### src/rtl/dbuf_uart_tx_pkg.sv
package dbuf_uart_tx_pkg;

    localparam int DATA_W  = 8;
    localparam int FRAME_W = DATA_W + 3;          // start + data + ninth + stop
    localparam int IDX_W   = $clog2(FRAME_W);

    typedef struct packed {
        logic              nine;                  // 9-bit character
        logic              extra;                 // ninth data bit
        logic [DATA_W-1:0] payload;
    } tx_char_t;

    typedef enum logic {SH_IDLE, SH_SEND} sh_state_e;

    // Frame image, bit 0 goes out first; unused upper bits are mark level.
    function automatic logic [FRAME_W-1:0] build_frame(tx_char_t c);
        logic [FRAME_W-1:0] f;
        f              = '1;
        f[0]           = 1'b0;
        f[DATA_W:1]    = c.payload;
        f[DATA_W+1]    = c.nine ? c.extra : 1'b1;
        return f;
    endfunction

    // Index of the stop bit within the frame image.
    function automatic logic [IDX_W-1:0] stop_index(logic nine);
        return nine ? IDX_W'(FRAME_W - 1) : IDX_W'(FRAME_W - 2);
    endfunction

endpackage

### src/rtl/dbuf_uart_tx_baud.sv
module dbuf_uart_tx_baud #(
    parameter int DIV_W = 16
) (
    input  logic             clk,
    input  logic             rst,
    input  logic             run,
    input  logic [DIV_W-1:0] div,
    output logic             tick
);

    logic [DIV_W-1:0] cnt;

    assign tick = run && (cnt == div);

    always_ff @(posedge clk) begin
        if (rst || !run || tick) cnt <= '0;
        else                     cnt <= cnt + 1'b1;
    end

endmodule

### src/rtl/dbuf_uart_tx_hold.sv
module dbuf_uart_tx_hold
    import dbuf_uart_tx_pkg::*;
(
    input  logic     clk,
    input  logic     rst,
    input  logic     wr_en,
    input  tx_char_t wr_char,
    input  logic     tx_enable,
    input  logic     shifting,
    input  logic     finish,
    input  logic     done_clr,
    output logic     load,
    output tx_char_t q,
    output logic     empty,
    output logic     done
);

    logic full;
    logic accept;

    // Writes are taken while enabled, or while earlier characters still drain.
    assign accept = wr_en && (tx_enable || shifting || full);
    assign load   = full && (!shifting || finish);
    assign empty  = !full;

    always_ff @(posedge clk) begin
        if (rst) begin
            full <= 1'b0;
            q    <= '0;
        end else begin
            if (accept) begin
                full <= 1'b1;
                q    <= wr_char;
            end else if (load) begin
                full <= 1'b0;
            end
        end
    end

    always_ff @(posedge clk) begin
        if (rst)                        done <= 1'b0;
        else if (finish && !full)       done <= 1'b1;
        else if (load || done_clr)      done <= 1'b0;
    end

    assert_write_fills_R5: assert property (@(posedge clk) disable iff (rst)
        accept |=> !empty);

    assert_queue_kept_R10: assert property (@(posedge clk) disable iff (rst)
        (full && !tx_enable) |=> (full || shifting));

    assert_start_clears_done_R7: assert property (@(posedge clk) disable iff (rst)
        load |=> !done);

endmodule

### src/rtl/dbuf_uart_tx_shift.sv
module dbuf_uart_tx_shift
    import dbuf_uart_tx_pkg::*;
(
    input  logic     clk,
    input  logic     rst,
    input  logic     load,
    input  tx_char_t ch,
    input  logic     tick,
    output logic     shifting,
    output logic     finish,
    output logic     txd
);

    sh_state_e          st;
    logic [FRAME_W-1:0] sr;
    logic [IDX_W-1:0]   idx;
    logic [IDX_W-1:0]   last;

    assign shifting = (st == SH_SEND);
    assign finish   = shifting && tick && (idx == last);
    assign txd      = shifting ? sr[0] : 1'b1;

    always_ff @(posedge clk) begin
        if (rst) begin
            st   <= SH_IDLE;
            sr   <= '1;
            idx  <= '0;
            last <= '0;
        end else if (load) begin
            st   <= SH_SEND;
            sr   <= build_frame(ch);
            idx  <= '0;
            last <= stop_index(ch.nine);
        end else if (finish) begin
            st   <= SH_IDLE;
            sr   <= '1;
        end else if (shifting && tick) begin
            sr   <= {1'b1, sr[FRAME_W-1:1]};
            idx  <= idx + 1'b1;
        end
    end

    assert_start_low_R2: assert property (@(posedge clk) disable iff (rst)
        load |=> !txd);

    assert_stop_high_R2: assert property (@(posedge clk) disable iff (rst)
        finish |-> txd);

    assert_load_when_free_R6: assert property (@(posedge clk) disable iff (rst)
        load |-> (!shifting || finish));

endmodule

### src/rtl/dbuf_uart_tx.sv
module dbuf_uart_tx
    import dbuf_uart_tx_pkg::*;
#(
    parameter int DIV_W = 16
) (
    input  logic              clk,
    input  logic              rst,
    input  logic [DIV_W-1:0]  baud_div,
    input  logic              tx_enable,
    input  logic              mode9,
    input  logic              bit8_in,
    input  logic              wr_en,
    input  logic [DATA_W-1:0] wr_data,
    input  logic              done_clr,
    input  logic              ie_empty,
    input  logic              ie_done,
    input  logic              gie,
    output logic              txd,
    output logic              empty_flag,
    output logic              done_flag,
    output logic              irq_empty,
    output logic              irq_done
);

    tx_char_t wr_char;
    tx_char_t held;
    logic     load;
    logic     shifting;
    logic     finish;
    logic     tick;

    assign wr_char = '{nine: mode9, extra: bit8_in, payload: wr_data};

    dbuf_uart_tx_hold u_hold (
        .clk       (clk),
        .rst       (rst),
        .wr_en     (wr_en),
        .wr_char   (wr_char),
        .tx_enable (tx_enable),
        .shifting  (shifting),
        .finish    (finish),
        .done_clr  (done_clr),
        .load      (load),
        .q         (held),
        .empty     (empty_flag),
        .done      (done_flag)
    );

    dbuf_uart_tx_baud #(.DIV_W(DIV_W)) u_baud (
        .clk  (clk),
        .rst  (rst),
        .run  (shifting),
        .div  (baud_div),
        .tick (tick)
    );

    dbuf_uart_tx_shift u_shift (
        .clk      (clk),
        .rst      (rst),
        .load     (load),
        .ch       (held),
        .tick     (tick),
        .shifting (shifting),
        .finish   (finish),
        .txd      (txd)
    );

    assign irq_empty = empty_flag && ie_empty && gie;
    assign irq_done  = done_flag  && ie_done  && gie;

    assert_disabled_write_ignored_R11: assert property (@(posedge clk) disable iff (rst)
        (!tx_enable && empty_flag && !shifting && wr_en) |=> (empty_flag && txd));

    assert_finish_sets_or_loads_R7: assert property (@(posedge clk) disable iff (rst)
        finish |=> (done_flag || !empty_flag || shifting));

endmodule

### config.mk
export PLATFORM = sky130hd
export DESIGN_NAME = dbuf_uart_tx
export DESIGN_NICKNAME = d
export VERILOG_FILES = /design/src/rtl/dbuf_uart_tx_pkg.sv /design/src/rtl/dbuf_uart_tx_baud.sv /design/src/rtl/dbuf_uart_tx_hold.sv /design/src/rtl/dbuf_uart_tx_shift.sv /design/src/rtl/dbuf_uart_tx.sv
export SDC_FILE = /design/constraint.sdc
export NUM_CORES = 1
export LEC_CHECK = 0
export BUFFER_PORTS_ARGS = -buffer_cell sky130_fd_sc_hd__buf_2
export CORE_ASPECT_RATIO = 0.75
export CORE_UTILIZATION = 40
export CTS_BUF_LIST = sky130_fd_sc_hd__clkbuf_4
export DETAILED_ROUTE_END_ITERATION = 8
export PLACE_DENSITY_LB_ADDON = 0.25
export SYNTH_ARGS = -nofsm -noshare
export SYNTH_HDL_FRONTEND = slang
export SYNTH_SLANG_ARGS = --single-unit
### constraint.sdc
create_clock -name clk -period 3.68 [get_ports clk]
set_clock_uncertainty 0.15 [all_clocks]
set_input_delay 0.368 -clock clk [delete_from_list [all_inputs] [get_ports clk]]
set_output_delay 0.368 -clock clk [all_outputs]
set_load 0.005 [all_outputs]
# Word level (Yosys, flattened, before mapping)
# Cells that the tools add are included.
# op_classes
add_sub_neg	2
eq_ne	2
mux	12
bitwise_logic	1
n_reduce_logical	24
# op_table
operator	n
10-bit two-way mux	3
16-bit by 1-bit adder with 16-bit output, second input constant	1
16-bit equality test	1
1-bit logical AND	10
1-bit two-way mux	8
1-bit logical OR	6
2-bit nonzero test	3
4-bit by 1-bit adder with 4-bit output, second input constant	1
4-bit equality test	1
3-bit nonzero test	1
1-bit logical NOT	2
2-bit two-way mux	1
2-bit AND reduction	1
2-bit OR reduction	1
1-bit inverter	1
# totals
in_bits	34
reg_bits	47
output_inout_bits	5

# Logic depth before layout (Yosys ltp)
# Gate-level depths: netlist of run 1.
# depth
ltp_word	9
ltp_mapped	9
depth_no_buf	7

# By module
# A second synthesis of run 1 with hierarchy kept.
# unflattened
hier_cells	249
area_unflattened_um2	2294.7
# modules_own_cells
mod	cells_each	seq_area_each_um2	instances	area_each_um2
dbuf_uart_tx_shift	95	360.3	1	878.3
dbuf_uart_tx_baud	98	320.3	1	858.3
dbuf_uart_tx_hold	54	240.2	1	545.5
dbuf_uart_tx	2	0.0	1	12.5

# Worst setup path before layout of run 1
# Ideal clock, no wire load.
# synth_path
path_kind	input-to-reg
startpoint	input baud_div[7]
endpoint	register u_shift.idx[0]
setup_slack_ns	1.418
setup_ns	0.117
path_buffers	2
arrival_ns	1.994
required_ns	3.413
cell_stages	8
path_cell_list	xor2_1 a2111o_1 a2111oi_4 and2_4 buf_12 buf_12 nand2_2 a32o_1
# synth_via
elab_chain_len	7
elab_cells_between_ends	9
cone_classes	1 x eq/ne; 1 x bitwise; 7 x reduce/logical
# synth_lines
item	line	rtl
start: declaration	dbuf_uart_tx.sv:8	input logic [DIV_W-1:0] baud_div,
16-bit equality test *	dbuf_uart_tx_baud.sv:13	assign tick = run && (cnt == div);
1-bit logical AND *	dbuf_uart_tx_baud.sv:13	
1-bit logical AND *	dbuf_uart_tx_shift.sv:20, dbuf_uart_tx_shift.sv:37	
1-bit logical AND	dbuf_uart_tx_shift.sv:20	assign finish = shifting && tick && (idx == last);
1-bit logical OR	dbuf_uart_tx_hold.sv:23	assign load = full && (!shifting || finish);
1-bit logical AND	dbuf_uart_tx_hold.sv:23	
2-bit OR reduction (no line)	--	
end signal: assignment	dbuf_uart_tx_shift.sv:39	idx <= idx + 1'b1;
end: declaration	dbuf_uart_tx_shift.sv:16	logic [IDX_W-1:0] idx;
# Mark *: on every way between the ends. The rest lies on a longest branch, timed or not.
# A chain may end at the register's enable or synchronous reset.

# Worst setup path in the final report of run 1
# layout_path
startpoint	register u_baud.cnt[7]
endpoint	register u_baud.cnt[10]
# layout_via
elab_chain_len	3
elab_cells_between_ends	4
cone_classes	1 x add/sub; 1 x eq/ne; 2 x reduce/logical
# layout_lines
item	line	rtl
start: declaration	dbuf_uart_tx_baud.sv:11	logic [DIV_W-1:0] cnt;
start signal: assignment	dbuf_uart_tx_baud.sv:17	else cnt <= cnt + 1'b1;
branches (longest 3 deep; another with 16-bit by 1-bit adder with 16-bit output)	--	
# Several ways; the timed one is not identified.

==> run_results.csv, run 1 <==
group,metric,value,unit
status,outcome,"completed",
cts,clockBufferDepth,2,
route,wire_per_inst,12.5,um
cts,cts_tree,"built",
synth,synthTopCellsByArea,"dfxtp_1 40%, mux2i_1 9.2%, xnor2_1 7.7%",
timing,setup_viol,0,
timing,fin_crit_sh,0.716,
setup_path,slowest_delay,0.50,ns
synth,syn_nets,285,
setup_path,cp-start-kind,"flip-flop",
setup_path,cp_data_required_time,3.76,ns
floorplanning,die_area,6000,um2
cts,cts_resized,0,
cts,cts_max_level,2,
setup_path,cp.arrival,2.72,ns
synth,synth-main-ff-cell,"dfxtp_1",
setup_path,crit_chain,"xor2_1 > a2111o_1 > a2111oi_4 > and2_4 > or3_1 > nor2_1",
power,p_int,0.000722,W
floorplanning,chipHeight,67.3,um
setup_path,worst-path-buf-inv,0,
power,p_switching,0.000234,W
cells_and_area,area_delta_synth_final,13.4,%
synth,synth_cells,249,
power,sequentialPowerShare,0.555,
cts,clock-sinks,46,
synth,synth_area,2280,um2
route,avgViaCountPerCell,4.94,
route,num_vias,1779,
cts,clkTransAtPathRegs,0.14,ns
synth,synth_top_area_share,0.404,
power,peakVddDrop,133,uV
global_route,grt_overflow,0,
timing,max-slew-margin-rel,0.633,
flow_run,cap_violations,0,
cts,clkLatencyLatePin,0.36,ns
route,first_iter_violations,134,
setup_path,criticalPathCategory,"flip-flop to flip-flop",
cells_and_area,diodes,0,
synth,synth_edf_count,0,
route,ant_nets,0,
floorplanning,io_pins,39,
route,routed_wl,4490,um
floorplanning,die_w,89.1,um
power,combPwrFrac,0.122,
cells_and_area,fin_cells,360,
cts,postCtsHoldBufs,0,
cells_and_area,drive_above_1_share,0.196,
synth,ys_warn_count,0,
setup_path,setup.worst_path.end_class,"flip-flop",
timing,worst_pin_slew,0.551,ns
global_route,antenna_found_initial,0,
floorplanning,rows,23,
floorplanning,initial_utilization,0.421,
timing,final_max_slew_viol_count,0,
floorplanning,core_area,5410,um2
global_route,grt_pass1_wl,7350,um
timing,clock.fmax,380,MHz
cts,post-cts-setup-buffers,0,
global_route,grt_use_total,0.159,
timing,hold_viol,0,
placement,finalWeightedCongestion,0.776,
synth,yosysSeqAreaShare,0.404,
cts,cts_made_buffers,5,
synth,synth_top_area_cell,"dfxtp_1",
setup_path,critical-path-top-delay-family,"simple AND/OR/NAND/NOR gates",
synth,synth_cell_type_count,43,
setup_path,cp_slowest_cell,"or3_1",
synth,ys_ff_latch,46,
route,drcViolationCount,0,
timing,rsz0062_at_grt,"no",
global_route,grt_max_degree,33,
power,switching_share,0.245,
cts,root_buffer,"clkbuf_4",
power,p_clk_frac,0.323,
power,power_per_cell_area,371,nW/um2
synth,synth.avg_cell_area,9.15,um2
setup_path,critPathMaxFanout,20,
route,dr.pass1.iters,5,
hold_path,hold_class,"input pin to flip-flop",
cells_and_area,fin_nets,320,
timing,fin_crit,2.63,ns
global_route,grt_pass1_vias,1505,
cells_and_area,final_cell_mix,"46 x dfxtp_1, 41 x nor2_1, 38 x buf_2",
power,leakagePower,1.03,nW
power,power.total,0.000957,W
placement,dp_hpwl,3260,um
cells_and_area,final_common_cell,"dfxtp_1",
timing,tns,0,ns
synth,postSynth.asyncResetShare,0,
placement,post-place-cells,352,
placement,io_buffers,38,
[worst paths after layout]
| check | start | end | slack (ns) | cells past startpoint |
|---|---|---|---|---|
| max | u_baud.cnt[7] | u_baud.cnt[10] | 1.05 | 6 |
| min | wr_data[5] | u_hold.q[5] | 0.08 | 3 |
| max reg2reg | u_baud.cnt[7] | u_baud.cnt[10] | 1.05 | 6 |
| min reg2reg | u_hold.q[3] | u_shift.sr[4] | 0.34 | 1 |
[power groups by stage]
| stage | combinational, W | clock [W] | sequential (W) |
|---|---|---|---|
| 6_report | 0.000117 | 0.000309 | 0.000531 |
| 5_1_grt | 0.000130 | 0.000337 | 0.000533 |
| 4_1_cts | 0.000118 | 0.000319 | 0.000531 |
| 3_5_place_dp | 0.000118 | 0 | 0.000541 |
| 3_3_place_gp | 0.000116 | 0 | 0.000541 |
| 2_1_floorplan | 0.0000821 | 0 | 0.000536 |
[metrics by stage]
step / setup WS, ns / instance area [um2] / util / hold slack [ns]
finish: 1.05 / 2580 / 0.477 / 0.0816
global route: 0.886 / 2580 / 0.477 / 0.0632
CTS: 1.03 / 2580 / 0.477 / 0.0695
detailed placement: 0.958 / 2500 / 0.462 / 0.297
global placement: 1.01 / 2500 / 0.462 / 0.302
floorplan: 1.42 / 2280 / - / 0.285
[final cells by class]
type / count / area [um2]
Timing Repair Buffer: 40 / 205
Inverter: 7 / 26.3
Clock inverter: 2 / 37.5
Tap cell: 75 / 93.8
Clock buffer: 6 / 45.0
Fill cell: 565 / 2830
Multi-Input combinational cell: 184 / 1250
Sequential cell: 46 / 921
[cell usage after synthesis, drive strengths merged, types with 3 or more instances]
master,n
mux2i,21
clkbuf,5
inv,7
a21oi,5
xnor2,20
and3,5
o21a,3
xor2,10
nand3,13
o21bai,8
dfxtp,46
buf,7
nand2,19
nor3,3
nor2,41
a211o,8
[worst min-delay path, stage by stage]
cell and delay [ns]:
buf_2 0.07, mux2i_1 0.05, nor2_1 0.07
[registers in the layout, summed over array words and instances (netlist names)]
| name | count |
|---|---|
| u_shift.idx | 4 |
| u_hold.done | 1 |
| u_shift.sr | 10 |
| u_baud.cnt | 16 |
| u_hold.q | 10 |
| u_shift.last | 3 |
| u_shift.shifting | 1 |
| u_hold.full | 1 |
[logic make-up (layout without fill, tap and decap cells)]
family          after synthesis  in the layout  share of synthesized area
compound gates               36             36                      0.134
xor+xnor                     30             30                      0.115
fa+ha+maj                     2              2                     0.0110
buf+inv                      19             55                     0.0478
flops                        46             46                      0.404
mux                          21             21                     0.0923
simple gates                 95             95                      0.195
[routing by layer]
metal  wire length (um)  global-route usage  vias to the layer above
met4                 48              0.0417                        0
met3                189              0.0379                        5
met1               2470               0.246                      816
li1                   -                   -                      923
met2               1780               0.215                       35
met5                  0                   0                        -
(Power assumes the default switching activity.)
==> inputs of run 2 (changes only) <==
==> constraint.sdc (replaced) <==
create_clock -name clk -period 2.64 [get_ports clk]
set_clock_uncertainty 0.15 [all_clocks]
set_input_delay 0.264 -clock clk [delete_from_list [all_inputs] [get_ports clk]]
set_output_delay 0.264 -clock clk [all_outputs]
set_load 0.005 [all_outputs]
==> run 2 against run 1 <==
Sequential power rose by 40%. Sequential cell count did not move. Critical endpoint is now u_baud.cnt[5]. Via count rose by 3.7%. Fmax rose by 9.3%. Die area did not move. Final area rose by 4.8%. Wire length rose by 4.3%. Worst hold slack got worse by 0.072 ns. Setup slack got worse by 0.82 ns. Sequential share of layout area fell by 1.6 points. Clock-buffer cell count did not move.
==> run_results.csv, run 2 (synthesis gave the netlist of run 1 again) <==
group,metric,value,unit
status,outcome,"completed",
placement,finalWeightedCongestion,0.757,
floorplanning,initial_utilization,0.421,
timing,hold_viol,0,
route,num_vias,1844,
global_route,grt_use_total,0.173,
cts,clkTransAtPathRegs,0.13,ns
timing,clock.fmax,415,MHz
cts,clock-sinks,46,
power,power_per_cell_area,500,nW/um2
setup_path,critPathMaxFanout,20,
cts,postCtsHoldBufs,10,
power,leakagePower,1.09,nW
timing,rsz0062_at_grt,"no",
route,wire_per_inst,12.6,um
timing,worst_pin_slew,0.567,ns
route,drcViolationCount,0,
cells_and_area,largest_register_ffs,16,
cells_and_area,drive_above_1_share,0.198,
timing,fin_crit_sh,0.913,
cts,cts_made_buffers,5,
cells_and_area,top_register,"u_baud.cnt",
cts,clkLatencyLatePin,0.37,ns
floorplanning,io_pins,39,
global_route,grt_pass1_vias,1617,
timing,fin_crit,2.41,ns
global_route,grt_max_degree,33,
flow_run,cap_violations,0,
cells_and_area,final_cell_mix,"46 x dfxtp_1, 41 x nor2_1, 38 x buf_2",
setup_path,criticalPathCategory,"flip-flop to flip-flop",
global_route,grt_overflow,0,
setup_path,cp.arrival,2.53,ns
setup_path,setup.worst_path.end_class,"flip-flop",
floorplanning,chipHeight,67.3,um
cells_and_area,diodes,0,
timing,setup_viol,0,
cells_and_area,reg_top3,"u_baud.cnt (16), u_hold.q (10), u_shift.sr (10)",
placement,post-place-cells,355,
route,ant_nets,0,
placement,io_buffers,38,
timing,tns,0,ns
timing,final_max_slew_viol_count,0,
placement,dp_slack,0.246,ns
route,dr.pass1.iters,4,
cts,cts_tree,"built",
route,first_iter_violations,70,
cts,clockBufferDepth,2,
cts,post-cts-setup-buffers,0,
floorplanning,die_area,6000,um2
cells_and_area,area_delta_synth_final,18.7,%
cells_and_area,final_common_cell,"dfxtp_1",
cells_and_area,fin_cells,373,
global_route,antenna_found_initial,0,
cells_and_area,post-route-util,0.500,
hold_path,hold_class,"input pin to flip-flop",
cts,cts_resized,0,
floorplanning,core_area,5410,um2
power,peakVddDrop,192,uV
cts,root_buffer,"clkbuf_4",
floorplanning,rows,23,
route,avgViaCountPerCell,4.94,
setup_path,cp_data_required_time,2.76,ns
floorplanning,die_w,89.1,um
cells_and_area,fin_nets,333,
timing,max-slew-margin-rel,0.622,
cts,cts_max_level,2,
setup_path,cp-start-kind,"flip-flop",
route,routed_wl,4680,um
timing,setup_ws,0.229,ns
placement,dp_hpwl,3400,um
global_route,grt_pass1_wl,7770,um
## run 2: cell types whose count changed in the layout (fill, tap and decap cells not counted), sizes merged
| cell | before | now |
|---|---|---|
| buf | 40 | 43 |
| dlygate4sd3 | 0 | 10 |
## run 2: metal layers
metal	part of all wire	track usage
met1	0.52	0.254
met5	0	0
met2	0.40	0.242
met3	0.056	0.0391
met4	0.017	0.0675
## run 2: power breakdown
part | switching (W) | internal [W]
Combinational | 0.0000892 | 0.0000883
Sequential | 0.0000205 | 0.000720
Clock | 0.000225 | 0.000210
Total | 0.000335 | 0.00102
## run 2: worst paths after layout
| check | from | to | slack, ns | depth (start not counted) |
|---|---|---|---|---|
| hold / removal | done_clr | u_hold.done | 0.01 | 3 |
| setup reg to reg | u_baud.cnt[7] | u_baud.cnt[5] | 0.23 | 7 |
| hold reg to reg | u_hold.q[2] | u_shift.sr[3] | 0.33 | 1 |
| setup / recovery | u_baud.cnt[7] | u_baud.cnt[5] | 0.23 | 7 |
## run 2: final cells by class
class,count,area [um2]
multi-input combinational,184,1250
clock inverter,2,37.5
tap,75,93.8
sequential,46,921
fill,551,2710
clock buffer,6,45.0
timing repair buffer,53,328
inverter,7,26.3
## run 2: critical path, cell delays in order, from the launching register on
cell       delay, ns
dfxtp_1         0.38
xor2_1          0.17
a2111o_1        0.43
a2111oi_4       0.37
and2_4          0.38
or3_1           0.15
buf_4           0.21
nor2_1          0.07
## run 2: stage by stage
stage / area, um2 / total power, W / hold slack, ns
floorplan: 2280 / 0.000861 / 0.258
global placement: 2520 / 0.000919 / 0.298
detailed placement: 2520 / 0.000923 / 0.303
CTS: 2700 / 0.00136 / 0.00234
global route: 2700 / 0.00141 / 0.00511
finish: 2700 / 0.00135 / 0.00960
